==> config.mk <==
export PLATFORM = sky130hd
export DESIGN_NAME = fpuTagCodec
export DESIGN_NICKNAME = d
export VERILOG_FILES = /design/src/rtl/fpuTagPkg.sv /design/src/rtl/fpuTagCtrl.sv /design/src/rtl/fpuTagPath.sv /design/src/rtl/fpuTagCodec.sv
export SDC_FILE = /design/constraint.sdc
export NUM_CORES = 1
export LEC_CHECK = 0
export ABC_AREA = 0
export BUFFER_PORTS_ARGS = -buffer_cell sky130_fd_sc_hd__clkbuf_2
export CAP_MARGIN = 25
export CORE_AREA = 2 2 282 284
export CTS_BUF_LIST = sky130_fd_sc_hd__clkbuf_4 sky130_fd_sc_hd__clkbuf_8
export DETAILED_ROUTE_END_ITERATION = 10
export DIE_AREA = 0 0 284 286
export SETUP_SLACK_MARGIN = 0.5
export SLEW_MARGIN = 20
export SYNTH_ARGS = -nofsm -noshare
export SYNTH_HDL_FRONTEND = slang
export SYNTH_SLANG_ARGS = --single-unit
==> constraint.sdc <==
create_clock -name clk -period 3.76 [get_ports clk]
set_input_delay 0.376 -clock clk [delete_from_list [all_inputs] [get_ports clk]]
set_output_delay 0.376 -clock clk [all_outputs]
set_load 0.02 [all_outputs]
==> src/rtl/fpuTagPkg.sv <==
package fpuTagPkg;
  parameter int NUM_REGS = 8;
  parameter int TAG_W    = 2;
  parameter int EXP_W    = 15;
  parameter int SIG_W    = 64;
  parameter int STAT_W   = 16;
  parameter int TOP_LSB  = 11;

  localparam int IDX_W    = $clog2(NUM_REGS);
  localparam int IMG_W    = SIG_W + EXP_W + 1;
  localparam int TAGWORD_W = NUM_REGS * TAG_W;
  localparam int IMGBUS_W = NUM_REGS * IMG_W;

  typedef enum logic [TAG_W-1:0] {
    TAG_VALID   = 2'b00,
    TAG_ZERO    = 2'b01,
    TAG_SPECIAL = 2'b10,
    TAG_EMPTY   = 2'b11
  } tagCode_e;

  typedef struct packed {
    logic             loadCompress;
    logic             loadExpand;
    logic             classifyEn;
    logic [IDX_W-1:0] idx;
  } ctrlStrobe_t;

  function automatic tagCode_e classifyImage(input logic [IMG_W-1:0] img);
    logic [EXP_W-1:0] expo;
    logic [SIG_W-1:0] sig;
    expo = img[SIG_W +: EXP_W];
    sig  = img[SIG_W-1:0];
    if (expo == '0)
      return (sig == '0) ? TAG_ZERO : TAG_SPECIAL;
    else if (expo == '1)
      return TAG_SPECIAL;
    else if (sig[SIG_W-1])
      return TAG_VALID;
    else
      return TAG_SPECIAL;
  endfunction
endpackage

==> src/rtl/fpuTagCtrl.sv <==
module fpuTagCtrl
  import fpuTagPkg::*;
(
  input  logic        clk,
  input  logic        rstN,
  input  logic        start,
  input  logic        expandMode,
  output ctrlStrobe_t strobes,
  output logic        busy,
  output logic        done
);
  localparam logic [IDX_W-1:0] LAST_IDX = IDX_W'(NUM_REGS - 1);

  logic             busyQ;
  logic [IDX_W-1:0] idxQ;
  logic             accept;
  logic             lastStep;

  assign accept   = start && !busyQ;
  assign lastStep = busyQ && (idxQ == LAST_IDX);

  always_comb begin
    strobes.loadCompress = accept && !expandMode;
    strobes.loadExpand   = accept && expandMode;
    strobes.classifyEn   = busyQ;
    strobes.idx          = idxQ;
  end

  always_ff @(posedge clk or negedge rstN) begin
    if (!rstN) begin
      busyQ <= 1'b0;
      idxQ  <= '0;
      done  <= 1'b0;
    end else begin
      done <= (accept && !expandMode) || lastStep;
      if (accept && expandMode) begin
        busyQ <= 1'b1;
        idxQ  <= '0;
      end else if (busyQ) begin
        idxQ <= idxQ + 1'b1;
        if (lastStep) busyQ <= 1'b0;
      end
    end
  end

  assign busy = busyQ;
endmodule

==> src/rtl/fpuTagPath.sv <==
module fpuTagPath
  import fpuTagPkg::*;
(
  input  logic                  clk,
  input  logic                  rstN,
  input  ctrlStrobe_t           strobes,
  input  logic [TAGWORD_W-1:0]  tagWordIn,
  input  logic [STAT_W-1:0]     statusIn,
  input  logic [IDX_W-1:0]      topIn,
  input  logic [NUM_REGS-1:0]   abridgedIn,
  input  logic [IMGBUS_W-1:0]   regImages,
  output logic [NUM_REGS-1:0]   abridgedOut,
  output logic [STAT_W-1:0]     statusOut,
  output logic [TAGWORD_W-1:0]  tagWordOut,
  output logic [IDX_W-1:0]      topOut
);
  logic [NUM_REGS-1:0]  occupied;
  logic [NUM_REGS-1:0]  compressed;
  logic [STAT_W-1:0]    mergedStatus;
  logic [IMG_W-1:0]     curImage;
  tagCode_e             curTag;
  logic [NUM_REGS-1:0]  occQ;

  for (genvar g = 0; g < NUM_REGS; g++) begin : g_squeeze
    assign compressed[g] = (tagWordIn[g*TAG_W +: TAG_W] != TAG_EMPTY);
  end

  always_comb begin
    mergedStatus = statusIn;
    mergedStatus[TOP_LSB +: IDX_W] = topIn;
  end

  assign curImage = regImages[int'(strobes.idx) * IMG_W +: IMG_W];
  assign occupied = occQ;
  assign curTag   = occupied[strobes.idx] ? classifyImage(curImage) : TAG_EMPTY;

  always_ff @(posedge clk or negedge rstN) begin
    if (!rstN) begin
      abridgedOut <= '0;
      statusOut   <= '0;
      topOut      <= '0;
      occQ        <= '0;
    end else begin
      if (strobes.loadCompress) begin
        abridgedOut <= compressed;
        statusOut   <= mergedStatus;
      end
      if (strobes.loadExpand) begin
        occQ   <= abridgedIn;
        topOut <= statusIn[TOP_LSB +: IDX_W];
      end
    end
  end

  for (genvar g = 0; g < NUM_REGS; g++) begin : g_slot
    always_ff @(posedge clk or negedge rstN) begin
      if (!rstN)
        tagWordOut[g*TAG_W +: TAG_W] <= '0;
      else if (strobes.classifyEn && (strobes.idx == IDX_W'(g)))
        tagWordOut[g*TAG_W +: TAG_W] <= curTag;
    end
  end
endmodule

==> src/rtl/fpuTagCodec.sv <==
module fpuTagCodec
  import fpuTagPkg::*;
(
  input  logic          clk,
  input  logic          rstN,
  input  logic          start,
  input  logic          expandMode,
  input  logic [15:0]   tagWordIn,
  input  logic [15:0]   statusIn,
  input  logic [2:0]    topIn,
  input  logic [7:0]    abridgedIn,
  input  logic [639:0]  regImages,
  output logic          busy,
  output logic          done,
  output logic [7:0]    abridgedOut,
  output logic [15:0]   statusOut,
  output logic [15:0]   tagWordOut,
  output logic [2:0]    topOut
);
  ctrlStrobe_t strobes;

  fpuTagCtrl ctrl_i (
    .clk(clk), .rstN(rstN), .start(start), .expandMode(expandMode),
    .strobes(strobes), .busy(busy), .done(done)
  );

  fpuTagPath path_i (
    .clk(clk), .rstN(rstN), .strobes(strobes),
    .tagWordIn(tagWordIn), .statusIn(statusIn), .topIn(topIn),
    .abridgedIn(abridgedIn), .regImages(regImages),
    .abridgedOut(abridgedOut), .statusOut(statusOut),
    .tagWordOut(tagWordOut), .topOut(topOut)
  );
endmodule

==> results of run 1 <==
-- logic make-up after synthesis --
family,count (synthesis)
compound gates,73
fa+ha+maj,6
simple gates,270
mux,78
buf+inv,38
flops,56
-- state kept, by name, indices dropped and copies added, names as in the netlist --
| signal | cells |
|---|---|
| path_i.abridgedOut | 8 |
| path_i.topOut | 3 |
| path_i.tagWordOut | 16 |
| ctrl_i.idxQ | 3 |
| ctrl_i.busy | 1 |
| path_i.statusOut | 16 |
| ctrl_i.done | 1 |
| path_i.occQ | 8 |
-- power breakdown --
| part | internal, mW | switching, mW |
|---|---|---|
| clock | 0.138 | 0.241 |
| combinational | 1.51 | 1.89 |
| sequential | 0.903 | 0.269 |
-- layout by cell type (no fill, tap or decap), drive strengths merged, types with 10 or more instances in the layout --
cell      n
inv      13
nor3     20
dfrtp    56
nor4     94
mux4     34
nand3    18
mux2i    17
nor4b    10
nor2     58
a21oi    26
nand2    27
diode    20
nand4    31
mux2     27
buf      47
clkbuf  729
-- timing repair --
item	CTS	global route
setup endpoints to repair	16	16
pin swaps	2	4
setup buffers	4	4
hold buffers	0	0
gates resized for setup	3	16
gates cloned	0	1
-- area by class of cell --
| cell class | count | share of cell area |
|---|---|---|
| clock buffers | 5 | 0.006626 |
| repair buffers | 771 | 0.3907 |
| well taps | 1050 | 0.1265 |
| inverters | 12 | 0.004578 |
| diodes | 20 | 0.004819 |
| clock inverters | 3 | 0.002650 |
| flip-flops and latches | 56 | 0.1360 |
| multi-input cells | 427 | 0.3282 |
-- worst paths after layout --
check                                             startpoint  cells after the start                                 to
max reg2reg                       ctrl_i.idxQ[1]$_DFFE_PN0P_                      7   path_i.tagWordOut[8]$_DFFE_PN0P_
min reg2reg                path_i.tagWordOut[14]$_DFFE_PN0P_                      2  path_i.tagWordOut[14]$_DFFE_PN0P_
min                                                     rstN                      1  path_i.abridgedOut[2]$_DFFE_PN0P_
max                               ctrl_i.idxQ[1]$_DFFE_PN0P_                      7   path_i.tagWordOut[8]$_DFFE_PN0P_
max in group asynchronous                               rstN                      2         ctrl_i.idxQ[0]$_DFFE_PN0P_
min in group clk                                tagWordIn[9]                      2  path_i.abridgedOut[4]$_DFFE_PN0P_
-- layer usage --
layer / part of all wire / routed length [um] / up-vias / GRT usage
met2: 0.48 / 23320 / 552 / 0.1990
li1: - / - / 3678 / -
met1: 0.38 / 18130 / 3589 / 0.1249
met3: 0.076 / 3644 / 105 / 0.02161
met4: 0.062 / 2959 / 4 / 0.05553
met5: 0.00048 / 23 / - / 0
-- stage by stage --
| step | instances | power, mW | area, um2 | setup slack (ns) |
|---|---|---|---|---|
| after detailed placement | 2307 | 4.485 | 10060 | 0.3697 |
| final | 2344 | 4.948 | 10390 | 0.5907 |
| after CTS | 2319 | 4.940 | 10210 | 0.5087 |
| after floorplan | 521 | 2.861 | 4890 | 0.9397 |
| after global routing | 2338 | 5.341 | 10370 | 0.5079 |
| after global placement | 2307 | 4.448 | 10050 | 0.3804 |
-- worst reg2reg max path, stage by stage, from the launching register on --
cell	delay [ns]
dfrtp_4	0.53
buf_12	0.20
mux4_2	0.51
mux2i_1	0.38
nand4_1	0.35
or4_4	0.59
buf_4	0.23
o31ai_2	0.29
==> reports/metrics.csv, run 1 <==
metric,value,unit
area occupied by multi-input gates,3408,um2
R2R setup slack,0.59,ns
maximum clock path buffer count,2,
post-synthesis adder-cell area fraction,0.01535,
number of port buffers,723,
synthesized area,4890,um2
Sequential Area,1413,um2
DRT antenna net count,0,
outcome,completed,
RSZ-0062 raised after global routing,no,
routed wire length,48.08,mm
CTS tree,done,
CP Capture Type,flip-flop,
Clk Tree Root Cell,clkbuf_8,
Worst EP required,4.01,ns
die height,286,um
largest family of logic cells by synthesized area,simple AND/OR/NAND/NOR gates,
first-pass GRT wire length,61.78,mm
Max Fclk,315.5,MHz
clock transition at the registers of the reported paths,0.12,ns
Clock Sinks,56,
drt drc,0,
"Seq/Total Area, Yosys",0.2866,
initial DRC count,247,
static leakage,4.877,nW
Final GP Congestion,0.9486,
final slew viol count,0,
Final Util,0.1326,
Fin Setup TNS,0,ns
NumNets Final,1966,
Worst-Skew Late Latency,0.34,ns
slowest cell on the critical path,or4_4,
filler cell count,8992,
Synth Area in Compound Gates,0.1067,
ys flop type,dfrtp_1,
Syn Nets,1214,
total I/O pin count,732,
number of synthesized register bits,56,
GR Overflow Total,0,
Final Setup Violations,0,
mux cell area share after synthesis,0.2536,
worst slew pin tran,0.9572,ns
XOR/XNOR share of the synthesized area,0,
synth top area cells,"dfrtp_1 (29%), mux4_2 (16%), nor4_1 (12%)",
vias in the first global route,8173,
Pre-Repair DR Iteration Count,4,
"EDFF count, synth",0,
core area,78360,um2
Yosys cell types,39,
simple-gate share of the synthesized area,0.3012,
area growth from synthesis to layout,112.4,%
min cycle time layout,3.169,ns
Fin. Hold Viols,0,
vias per inst,3.382,
gr usage total,0.1109,
clock skew,0.005791,ns
Max H-tree Level,2,
die width,284,um
crit path buf inv count,2,
crit path cell chain,buf_12 > mux4_2 > mux2i_1 > nand4_1 > or4_4 > buf_4 > o31ai_2,
Ys Warns,0,
crit-path max FO,16,
WP data arrival,3.42,ns
average cell area after synthesis,9.385,um2
WL per Instance,20.51,um
share of layout cells above drive strength 1,0.6845,
Fin Hold WS,0.08575,ns
CP startpoint kind,flip-flop,
biggest area consumer among synthesized cells,dfrtp_1,
total clock buffers created by CTS,5,
Mapped Cells,521,
"top cells by count, synth","nor4_1 (93), nor2_1 (58), dfrtp_1 (56), mux4_2 (34), nand4_1 (31)",
largest net degree at the start of global routing,34,
Slew headroom,0.3560,
maximum vdd drop,208.7,uV
worst hold-check path type,primary input to asynchronous set/reset pin,
crit path kind,flip-flop to flip-flop,
"CP delay by family, top",simple AND/OR/NAND/NOR gates,
crit-path max cell delay,0.59,ns
Die ar.,81220,um2
ratio of final minimum period to clock period,0.8429,
row count,103,
vias,7928,
Starting Density,0.06240,
share of the synthesized area in the top cell type,0.2866,
Max-Cap Viols,0,
top-count cell post-synth,nor4_1,
DPL Wire Length,43.39,mm
Synth async-reset ratio,1.000,
power per cell area,476.4,nW/um2
initial antenna violation count,32,
Note: power is estimated with default switching activity, not from simulation.
==> run 2: changes to the inputs <==
CORE_AREA = 2 2 288 290   (was 2 2 282 284)
DIE_AREA = 0 0 290 292   (was 0 0 284 286)
clock period = 2.6 ns   (was 3.76 ns; I/O delays follow)
==> reports/metrics.csv, run 2 (synthesis gave the netlist of run 1 again) <==
metric,value,unit,change
hold path start,tagWordIn[5],,
Pwr Total,8.051,mW,+63%
vias,8134,,+2.6%
worst setup margin,-0.2798,ns,-0.8704 ns
Max Fclk,347.3,MHz,+10%
CTS tree,done,,
Slew headroom,0.3803,,+0.02433
outcome,"complete, but fails checks",,
critical path startpoint,ctrl_i.idxQ[1]$_DFFE_PN0P_,,
Clock Sinks,56,,unchanged
Fin Hold WS,0.08595,ns,+0.0001914 ns
biggest regs,"path_i.statusOut (16), path_i.tagWordOut (16)",,
WL per Instance,21.97,um,+7.1%
die height,292,um,+2.1%
crit-path max FO,16,,unchanged
Starting Density,0.05993,,-0.002470
r2r startpoint,ctrl_i.idxQ[1]$_DFFE_PN0P_,,
ratio of final minimum period to clock period,1.108,,+0.2647
worst hold-check path type,primary input to flip-flop,,
CP Capture Type,flip-flop,,
WP data arrival,3.15,ns,-0.27 ns
DRT antenna net count,0,,unchanged
clock skew,0.01899,ns,+0.01319 ns
Worst-Skew Late Latency,0.35,ns,about the same
RSZ-0062 raised after global routing,yes,,
failing checks,negative setup slack,,
total I/O pin count,732,,unchanged
core area,81580,um2,+4.1%
share of layout cells above drive strength 1,0.7123,,+0.02787
total clock buffers created by CTS,5,,unchanged
most frequent cells in the layout,"clkbuf_2 (723), nor4_1 (80), buf_4 (67)",,
first-pass GRT wire length,68.73,mm,+11%
initial antenna violation count,38,,+19%
crit path kind,flip-flop to flip-flop,,
routed wire length,52.86,mm,+10%
worst slew pin tran,0.9296,ns,-0.02766 ns
number of port buffers,723,,unchanged
Worst EP required,2.87,ns,-1.14 ns
Fin. Hold Viols,0,,unchanged
largest net degree at the start of global routing,34,,unchanged
Final GP Congestion,0.9737,,+2.6%
power per cell area,725.4,nW/um2,+52%
die width,290,um,+2.1%
final slew viol count,0,,unchanged
Die ar.,84680,um2,+4.3%
maximum vdd drop,231.9,uV,+11%
placed cell area,10420,um2,+3.5%
filler cell count,9352,,+4.0%
placed insts,2365,,+2.5%
Final Cell Area,11100,um2,+6.9%
initial DRC count,305,,+23%
Clk Tree Root Cell,clkbuf_8,,
Final Setup Violations,16,,+16
"most common cell after layout, fill and taps aside",clkbuf_2,,
Final Util,0.1360,,+0.003495
area growth from synthesis to layout,127.0,%,
static leakage,5.172,nW,+6.1%
Max H-tree Level,2,,unchanged
Max-Cap Viols,0,,unchanged
GR Overflow Total,0,,unchanged
min cycle time layout,2.880,ns,-0.2896 ns
drt drc,0,,unchanged
Non-Filler Instances,2406,,+2.6%
vias per inst,3.381,,about the same
NumNets Final,2006,,+2.0%
Pre-Repair DR Iteration Count,6,,+2
DPL Wire Length,47.95,mm,+11%
clock transition at the registers of the reported paths,0.13,ns,about the same
gr usage total,0.1197,,+0.008852
vias in the first global route,8597,,+5.2%
row count,105,,+1.9%
CP startpoint kind,flip-flop,,
maximum clock path buffer count,2,,unchanged
## run 2: critical path, stage by stage, from the launching register on
cell	delay, ns
dfrtp_4	0.47
buf_12	0.14
buf_12	0.14
mux4_2	0.51
mux2i_2	0.21
nand2_2	0.11
or3_4	0.35
or4_4	0.47
buf_12	0.18
o31ai_2	0.21
## run 2: timing repair
action	in CTS	in global routing
buffers inserted	9	1
hold buffers	1	0
pin swaps	27	12
endpoints found under the setup margin	16	16
cloned	0	0
gates resized for setup	53	21
endpoints found under the hold margin	17	0
## run 2: path summary, 6_finish.rpt
kind | cells after the start | slack, ns | endpoint
setup / recovery | 9 | -0.28 | path_i.tagWordOut[4]$_DFFE_PN0P_
setup reg to reg | 9 | -0.28 | path_i.tagWordOut[4]$_DFFE_PN0P_
min in group asynchronous | 2 | 0.42 | ctrl_i.busy$_DFF_PN0_
hold / removal | 2 | 0.09 | path_i.abridgedOut[2]$_DFFE_PN0P_
hold reg to reg | 2 | 0.51 | path_i.tagWordOut[14]$_DFFE_PN0P_
max in group asynchronous | 3 | 1.40 | path_i.abridgedOut[5]$_DFFE_PN0P_
## run 2: report_power, final
group	total, mW	leakage (nW)	internal, mW	switching (mW)
clock	0.563	0.0512	0.205	0.358
combinational	5.93	4.49	2.73	3.20
sequential	1.56	0.634	1.30	0.256
total	8.05	5.17	4.23	3.82
## run 2: cell type report
cell class                 count  area [um2]  share of cell area
antenna                       22       55.05            0.004960
clock buffer                   5       68.82            0.006200
clock inverter                 3       28.78            0.002593
inverter                      12       47.55            0.004284
multi-input combinational    427        3666              0.3303
sequential                    56        1408              0.1268
tap                         1070        1339              0.1206
timing repair buffer         811        4487              0.4042
## run 2: per-stage QoR
step | worst slack (ns) | setup TNS [ns]
after detailed placement | -0.7525 | -11.26
after floorplan | -0.02252 | -0.02686
final | -0.2798 | -3.967
after global placement | -0.9099 | -14.26
after CTS | -0.2751 | -4.013
after global routing | -0.3395 | -5.067
## run 2: per-layer routing
layer	share of wire	GRT usage	vias up	routed length [um]
li1	-	-	3754	-
met1	0.37	0.1266	3747	19530
met2	0.53	0.2306	520	27810
met3	0.055	0.02002	105	2894
met4	0.049	0.05412	8	2569
met5	0.0010	0	-	55
==> run 3: changes to the inputs <==
CORE_AREA = 2 2 282 284   (was 2 2 288 290)
DIE_AREA = 0 0 284 286   (was 0 0 290 292)
clock period = 2.9 ns   (was 2.6 ns; I/O delays follow)
==> reports/metrics.csv, run 3 (synthesis gave the netlist of run 1 again) <==
metric,value,unit,change
Final Util,0.1377,,+0.001615
Final GP Congestion,0.9899,,+1.7%
worst r2r path cells,9,,unchanged
vias per inst,3.366,,-0.44%
worst slew pin tran,0.7047,ns,-0.2249 ns
Clk Tree Root Cell,clkbuf_8,,
Comb pwr share,0.725,,-0.012
Max-Cap Viols,0,,unchanged
largest net degree at the start of global routing,34,,unchanged
final slew viol count,0,,unchanged
Fin Setup TNS,0,ns,+3.967 ns
Slew headroom,0.5259,,+0.1456
die height,286,um,-2.1%
worst setup margin,0.006659,ns,+0.2864 ns
number of port buffers,723,,unchanged
most frequent cells in the layout,"clkbuf_2 (723), nor4_1 (88), nor2_1 (53), dfrtp_1 (53), buf_4 (50)",,
WL per Instance,20.82,um,-5.2%
RSZ-0062 raised after global routing,yes,,
Max Fclk,345.6,MHz,-0.47%
area growth from synthesis to layout,120.6,%,
DRT antenna net count,0,,unchanged
static leakage,5.053,nW,-2.3%
GR Overflow Total,0,,unchanged
clock skew,0.01516,ns,-0.003829 ns
CP Capture Type,flip-flop,,
WP data arrival,3.13,ns,-0.02 ns
Clock Sinks,56,,unchanged
r2r startpoint,ctrl_i.idxQ[1]$_DFFE_PN0P_,,
worst hold-check path type,primary input to flip-flop,,
total clock buffers created by CTS,5,,unchanged
vias,7977,,-1.9%
Worst Hold Depth,2,,unchanged
Pre-Repair DR Iteration Count,4,,-2
Die ar.,81220,um2,-4.1%
Sequential Area,1408,um2,unchanged
hold path start,tagWordIn[7],,
Pwr Total,6.697,mW,-17%
total I/O pin count,732,,unchanged
initial DRC count,262,,-14%
Worst-Skew Late Latency,0.32,ns,-0.03 ns
share of layout cells above drive strength 1,0.6963,,-0.01604
drt drc,0,,unchanged
outcome,completed,,
CP startpoint kind,flip-flop,,
core area,78360,um2,-4.0%
crit path kind,flip-flop to flip-flop,,
die width,284,um,-2.1%
placed insts,2323,,-1.8%
Max H-tree Level,2,,unchanged
clock network power share,0.067,,-0.003
initial antenna violation count,42,,+11%
power per cell area,620.9,nW/um2,-14%
maximum clock path buffer count,2,,unchanged
clock transition at the registers of the reported paths,0.11,ns,-0.02 ns
Sequential Power Share,0.209,,+0.016
NumNets Final,1986,,-1.0%
CTS tree,done,,
Starting Density,0.06240,,+0.002470
Internal Power,3.573,mW,-16%
Non-Filler Instances,2370,,-1.5%
Fin. Hold Viols,0,,unchanged
crit-path max FO,8,,-8
Net Sw Frac,0.4664,,-0.007729
area occupied by multi-input gates,3531,um2,-3.7%
critical path startpoint,ctrl_i.idxQ[1]$_DFFE_PN0P_,,
gr usage total,0.1146,,-0.005093
worst r2r dst,path_i.tagWordOut[4]$_DFFE_PN0P_,,
Worst EP required,3.14,ns,+0.27 ns
biggest regs,"path_i.statusOut (16), path_i.tagWordOut (16)",,
vias in the first global route,8239,,-4.2%
row count,103,,-1.9%
routed wire length,49.35,mm,-6.6%
Worst Setup EP,path_i.tagWordOut[4]$_DFFE_PN0P_,,
"most common cell after layout, fill and taps aside",clkbuf_2,,
NetSw,3.124,mW,-18%
maximum vdd drop,268.5,uV,+16%
ratio of final minimum period to clock period,0.9977,,-0.1099
DPL Wire Length,44.66,mm,-6.9%
filler cell count,9078,,-2.9%
first-pass GRT wire length,63.43,mm,-7.7%
R2R setup slack,0.007,ns,+0.29 ns
min cycle time layout,2.893,ns,+0.01357 ns
DP Worst Slack,-0.2300,ns,+0.5225 ns
Final Setup Violations,0,,-16
## run 3: cell types whose count changed in the layout (fill, tap and decap cells not counted), sizes merged
cell,previous run,this run
clkinv,0,1
clkinvlp,0,1
inv,15,13
diode,22,26
bufbuf,0,1
buf,87,65
clkbuf,728,729
## run 3: worst min path at each step
stage	slack, ns	to
floorplan	-0.006	ctrl_i.busy$_DFF_PN0_
global placement	0.26	path_i.statusOut[6]$_DFFE_PN0P_
detailed placement	0.26	path_i.statusOut[6]$_DFFE_PN0P_
CTS	0.12	path_i.abridgedOut[3]$_DFFE_PN0P_
global route	0.12	path_i.abridgedOut[3]$_DFFE_PN0P_
finish	0.13	path_i.abridgedOut[3]$_DFFE_PN0P_
## run 3: layout make-up
class / instances / share of cell area
repair buffers: 791 / 0.4018
multi-input cells: 427 / 0.3273
flip-flops and latches: 56 / 0.1305
well taps: 1050 / 0.1218
clock buffers: 5 / 0.006380
diodes: 26 / 0.006032
inverters: 12 / 0.004176
clock inverters: 3 / 0.001972
## run 3: metrics by stage
stage                     cell area, um2  hold WS, ns
after floorplan                     4932    -0.005591
after global placement             10230       0.2602
after detailed placement           10230       0.2573
after CTS                          10590       0.1212
after global routing               10760       0.1198
final                              10790       0.1277
## run 3: power groups by stage
stage,clock (mW),combinational (mW),sequential [mW]
after floorplan,0,2.04,1.73
after global placement,0,4.50,1.43
after detailed placement,0,4.53,1.45
after CTS,0.461,4.88,1.40
after global routing,0.496,5.25,1.46
final,0.446,4.85,1.40
## run 3: worst max-delay path, stage by stage (launching register included)
cell and delay, ns:
dfrtp_4 0.52, buf_12 0.16, buf_8 0.13, mux4_2 0.43
mux2i_2 0.20, nand2_1 0.08, or3_4 0.33, or4_4 0.57
buf_12 0.18, o31ai_4 0.20
## run 3: per-layer routing
| layer | wire length [um] | track usage | vias to the layer above |
|---|---|---|---|
| met5 | 147 | 0 | - |
| met4 | 2362 | 0.05145 | 24 |
| met3 | 4478 | 0.03270 | 103 |
| met2 | 25580 | 0.2171 | 501 |
| met1 | 16780 | 0.1161 | 3632 |
| li1 | - | - | 3717 |
## run 3: what timing repair did
action                                  4_1_cts  5_1_grt
pin swaps                                     6        4
hold buffers                                  1        0
endpoints found under the hold margin        15        0
gates resized for setup                      28       16
buffers inserted                              6        4
cloned                                        1        1
endpoints found under the setup margin       16       16
